===== src/rtl/univ_bus_xcvr_pkg.sv =====
package univ_bus_xcvr_pkg;
  localparam int unsigned XCVR_W       = 18;
  localparam int unsigned XCVR_SYNC    = 2;
  localparam int unsigned XCVR_NLANE   = 2;
  localparam int unsigned LANE_AB      = 0;
  localparam int unsigned LANE_BA      = 1;

  typedef struct packed {
    logic oe;
    logic le;
    logic stb;
  } lane_ctrl_t;
endpackage


===== src/rtl/xcvr_rst_sync.sv =====
module xcvr_rst_sync (
  input  logic clk,
  input  logic rst_n,
  output logic rst_sync_n
);
  logic [1:0] sync_q;
  logic [1:0] sync_d;

  always_comb begin
    sync_d = {sync_q[0], 1'b1};
  end

  always_ff @(posedge clk or negedge rst_n) begin
    if (!rst_n) sync_q <= '0;
    else        sync_q <= sync_d;
  end

  assign rst_sync_n = sync_q[1];
endmodule


===== src/rtl/xcvr_fall_det.sv =====
module xcvr_fall_det #(
  parameter int unsigned STAGES = 2
) (
  input  logic clk,
  input  logic rst_n,
  input  logic sig_in,
  output logic fall
);
  localparam int unsigned LAST = STAGES - 1;

  logic [STAGES-1:0] sync_q;
  logic [STAGES-1:0] sync_d;
  logic              prev_q;

  always_comb sync_d[0] = sig_in;

  for (genvar i = 1; i < STAGES; i++) begin : g_chain
    always_comb sync_d[i] = sync_q[i-1];
  end

  always_ff @(posedge clk or negedge rst_n) begin
    if (!rst_n) begin
      sync_q <= '0;
      prev_q <= 1'b0;
    end else begin
      sync_q <= sync_d;
      prev_q <= sync_q[LAST];
    end
  end

  assign fall = prev_q & ~sync_q[LAST];
endmodule


===== src/rtl/xcvr_lane.sv =====
module xcvr_lane
  import univ_bus_xcvr_pkg::*;
#(
  parameter int unsigned W      = XCVR_W,
  parameter int unsigned STAGES = XCVR_SYNC,
  parameter bit          OE_LOW = 1'b0
) (
  input  logic         clk,
  input  logic         rst_n,
  input  logic [W-1:0] din,
  input  lane_ctrl_t   ctrl,
  output logic [W-1:0] dout,
  output logic         drv_en
);
  logic         stb_fall;
  logic         held_en;
  logic [W-1:0] held_d;
  logic [W-1:0] held_q;

  xcvr_fall_det #(.STAGES(STAGES)) u_fall (
    .clk    (clk),
    .rst_n  (rst_n),
    .sig_in (ctrl.stb),
    .fall   (stb_fall)
  );

  always_comb begin
    held_en = ctrl.le | stb_fall;
    held_d  = din;
  end

  always_ff @(posedge clk or negedge rst_n) begin
    if (!rst_n)       held_q <= '0;
    else if (held_en) held_q <= held_d;
  end

  always_comb begin
    dout   = ctrl.le ? din : held_q;
    drv_en = ctrl.oe ^ OE_LOW;
  end
endmodule


===== src/rtl/univ_bus_xcvr.sv =====
module univ_bus_xcvr
  import univ_bus_xcvr_pkg::*;
#(
  parameter int unsigned DATA_W      = XCVR_W,
  parameter int unsigned SYNC_STAGES = XCVR_SYNC,
  parameter bit          AB_OE_LOW   = 1'b0,
  parameter bit          BA_OE_LOW   = 1'b1
) (
  input  logic              clk,
  input  logic              rst_n,
  input  logic [DATA_W-1:0] a_in,
  output logic [DATA_W-1:0] a_out,
  output logic              a_oe,
  input  logic [DATA_W-1:0] b_in,
  output logic [DATA_W-1:0] b_out,
  output logic              b_oe,
  input  logic              ab_oe,
  input  logic              ab_le,
  input  logic              ab_stb,
  input  logic              ba_oe,
  input  logic              ba_le,
  input  logic              ba_stb
);
  localparam logic [XCVR_NLANE-1:0] OE_LOW_VEC = {BA_OE_LOW, AB_OE_LOW};

  logic                rst_core_n;
  logic [DATA_W-1:0]   lane_din  [XCVR_NLANE];
  logic [DATA_W-1:0]   lane_dout [XCVR_NLANE];
  logic                lane_en   [XCVR_NLANE];
  lane_ctrl_t          lane_ctl  [XCVR_NLANE];

  xcvr_rst_sync u_rst (
    .clk        (clk),
    .rst_n      (rst_n),
    .rst_sync_n (rst_core_n)
  );

  always_comb begin
    lane_din[LANE_AB] = a_in;
    lane_ctl[LANE_AB] = '{oe: ab_oe, le: ab_le, stb: ab_stb};
    lane_din[LANE_BA] = b_in;
    lane_ctl[LANE_BA] = '{oe: ba_oe, le: ba_le, stb: ba_stb};
  end

  for (genvar g = 0; g < XCVR_NLANE; g++) begin : g_lane
    xcvr_lane #(
      .W      (DATA_W),
      .STAGES (SYNC_STAGES),
      .OE_LOW (OE_LOW_VEC[g])
    ) u_lane (
      .clk    (clk),
      .rst_n  (rst_core_n),
      .din    (lane_din[g]),
      .ctrl   (lane_ctl[g]),
      .dout   (lane_dout[g]),
      .drv_en (lane_en[g])
    );
  end

  always_comb begin
    b_out = lane_dout[LANE_AB];
    b_oe  = lane_en[LANE_AB];
    a_out = lane_dout[LANE_BA];
    a_oe  = lane_en[LANE_BA];
  end
endmodule


===== config.mk =====
export PLATFORM = sky130hd
export DESIGN_NAME = univ_bus_xcvr
export DESIGN_NICKNAME = d
export VERILOG_FILES = /design/src/rtl/univ_bus_xcvr_pkg.sv /design/src/rtl/xcvr_rst_sync.sv /design/src/rtl/xcvr_fall_det.sv /design/src/rtl/xcvr_lane.sv /design/src/rtl/univ_bus_xcvr.sv
export SDC_FILE = /design/constraint.sdc
export NUM_CORES = 1
export LEC_CHECK = 0
export BUFFER_PORTS_ARGS = -buffer_cell sky130_fd_sc_hd__buf_4
export CORE_AREA = 4 4 62 86
export DETAILED_ROUTE_END_ITERATION = 6
export DIE_AREA = 0 0 66 90
export GPL_ROUTABILITY_DRIVEN = 0
export PLACE_DENSITY = 0.76
export SYNTH_ARGS = -nofsm -noshare
export SYNTH_HDL_FRONTEND = slang
export SYNTH_SLANG_ARGS = --single-unit

===== constraint.sdc =====
create_clock -name clk -period 1.7 [get_ports clk]
set_clock_uncertainty 0.2 [all_clocks]
set_input_delay 0.17 -clock clk [delete_from_list [all_inputs] [get_ports clk]]
set_output_delay 0.17 -clock clk [all_outputs]
set_load 0.01 [all_outputs]

==> metrics.md <==
| Metric | Value |
|---|---|
| Reg area | 0.001102 mm² |
| Compound-Gate Fraction of Synth Area | 1.538% |
| Netlist cell types | 10 |
| Xor and xnor fraction of the mapped netlist area | 0% |
| I/O Pins | 82 |
| Iteration-0 DRC Markers | 55 |
| First-pass GRT wire length | 8093 µm |
| Final setup violation count | 0 |
| Chip height | 90 µm |
| CTS H-tree lvls | 2 |
| Fin. max-slew vios | 0 |
| Final hold vios | 0 |
| Multiplexer area fraction after synthesis | 41.89% |
| Syn. warnings | 0 |
| Post-DP Area | 0.002766 mm² |
| Switching pwr | 628.1 µW |
| Detailed-route wire length | 5057 µm |
| Mapped Cells | 129 |
| WL/cell | 16.16 µm |
| DRC violations left | 0 |
| Worst min path class | flip-flop to async pin |
| Design Area, Final | 0.003263 mm² |
| Final layout net count | 295 |
| Largest net degree at the start of global routing | 23 |
| Fillers | 310 |
| Finished Core Util | 71.94% |
| Post-Synth Adder-Cell Area | 0% |
| CTS Buffer Depth | 2 |
| Num CTS Buffers | 5 |
| Net Count, Synth | 173 |
| Data required time at the worst endpoint | 1330 ps |
| Power per cell area | 785.0 mW/mm² |
| DRT Pass-1 Iters | 4 |
| Vias in the first global route | 1624 |
| Power share of the sequential group | 46.9% |
| FP Rows | 29 |
| Crit path capture type | primary output |
| Clock-pin slew on the worst setup and hold paths | 80 ps |
| Die Width | 66 µm |
| Proportion of layout cells with a drive suffix above 1 | 65.34% |
| GRT Util Overall | 17.88% |
| Clock power share | 27.3% |
| Status | finished clean |
| Power Total | 2562 µW |
| Via density | 4.719 |
| RSZ-0062 raised after global routing | no |
| Number of diodes | 0 |
| Synth Cell Area | 0.002115 mm² |
| Area growth from synthesis to layout | 54.32% |
| Largest family of logic cells by synthesized area | multiplexers |
| WP data arrival | 1290 ps |
| Peak supply drop | 565.9 µV |
| Tcrit/Tclk final | 97.44% |
| #FFs+latches synth | 44 |
| IO buf count | 79 |
| Leakage | 0.001522 µW |
| Post-CTS Setup Bufs | 0 |
| Root buffer cell | clkbuf_8 |
| Area taken by multi-input logic gates | 922.1 µm² |
| Fin Setup TNS | 0 ps |
| Routed via count | 1477 |
| CP max FO | 2 |
| GR Overflow Total | 0 |
| Routed Antenna Nets | 0 |
| Initial antenna violation count | 0 |
| Post-CTS sizing | 0 |
| Achievable Freq | 0.6037 GHz |
| Clock Sinks | 44 |
| CTS tree | yes |
| Gate power share | 25.7% |
| DP HPWL | 3218 µm |
| Min Tclk post-route | 1657 ps |
| Internal power | 1934 µW |
| Switching share of total power | 24.52% |
| Max-cap violations | 0 |
| Syn_area_per_cell | 16.39 µm² |
| Register area share after synthesis | 52.07% |
| Worst setup SP type | primary input |
| Floorplan core area | 0.004536 mm² |
| Initial Utilization | 46.62% |
| DIE AREA | 0.005940 mm² |
| Simple-gate portion of the synthesized area | 0% |
| Worst-Skew Late Latency | 300 ps |
| Worst Setup Path Type | primary input to primary output |
-- area by class of cell --
type | count | area share, %
flip-flops and latches | 44 | 33.78
inverters | 3 | 0.3451
repair buffers | 122 | 32.29
well taps | 62 | 2.377
clock buffers | 7 | 2.952
multi-input cells | 75 | 28.26
-- flip-flops by register name, summed over array words and instances (netlist names) --
signal,cells
g_lane.u_lane.u_fall.prev_q,2
g_lane.u_lane.held_q,36
u_rst.sync_q,2
g_lane.u_lane.u_fall.sync_q,4
-- per-stage QoR --
| stage | setup WS, ps | hold slack [ps] | cells |
|---|---|---|---|
| 2_1_floorplan | 184.8 | -325.6 | 129 |
| 3_3_place_gp | 317.9 | -247.7 | 266 |
| 3_5_place_dp | 271.0 | -246.9 | 266 |
| 4_1_cts | 45.53 | 47.44 | 313 |
| 5_1_grt | 12.46 | 90.55 | 313 |
| 6_report | 43.49 | 29.16 | 313 |
-- path summary, 6_finish.rpt --
kind	from	end	slack, ps	depth (start not counted)
max reg2reg	g_lane[1].u_lane.u_fall.sync_q[1]	g_lane[1].u_lane.held_q[2]	270	4
min	u_rst.sync_q[1]	g_lane[1].u_lane.held_q[10]	30	0
max	a_in[9]	b_out[9]	40	4
min reg2reg	u_rst.sync_q[1]	g_lane[1].u_lane.held_q[10]	30	0
min in group clk	ab_oe	b_oe	140	0
max in group asynchronous	rst_n	u_rst.sync_q[1]	630	3
-- placed cells by master, fill, tap and decap left out, drive strengths merged --
cell type,count
buf,82
mux2,72
dfrtp,44
dlygate4sd3,40
clkbuf,7
inv,3
a21oi,2
conb,1
-- power by group through the flow --
| stage | Combinational, µW | Clock (µW) | Sequential [µW] |
|---|---|---|---|
| after floorplan | 331 | 0 | 1210 |
| after global placement | 572 | 0 | 1220 |
| after detailed placement | 586 | 0 | 1220 |
| after CTS | 663 | 717 | 1200 |
| after global routing | 703 | 758 | 1220 |
| final | 660 | 700 | 1200 |
-- cells by family after synthesis --
logic type,Yosys count
multiplexers,72
flip-flops,44
buffers and inverters,10
AO/OA/AOI/OAI,2
other,1
-- synth_stat cells (all sizes together) --
library cell  count  area, µm²
a21oi             2      32.53
buf               7      80.08
conb              1      3.750
dfrtp            44       1101
inv               3      11.26
mux2             72      885.8
-- repair_timing --
action / 4_1_cts / 5_1_grt
setup endpoints to repair: 0 / 0
hold endpoints to repair: 40 / 0
hold buffers: 40 / 0
-- routing by layer --
layer | wire length, µm | vias up | global-route usage (%)
met2 | 2823 | 39 | 31.97
met3 | 235 | 9 | 4.489
met5 | 0 | - | 0
met1 | 1913 | 734 | 20.02
li1 | - | 695 | -
met4 | 85 | 0 | 6.271
-- critical path, stage by stage --
cell and delay (ps):
dlygate4sd3_1 550, buf_4 140, mux2_2 270, buf_4 150
(Power assumes the default switching activity.)
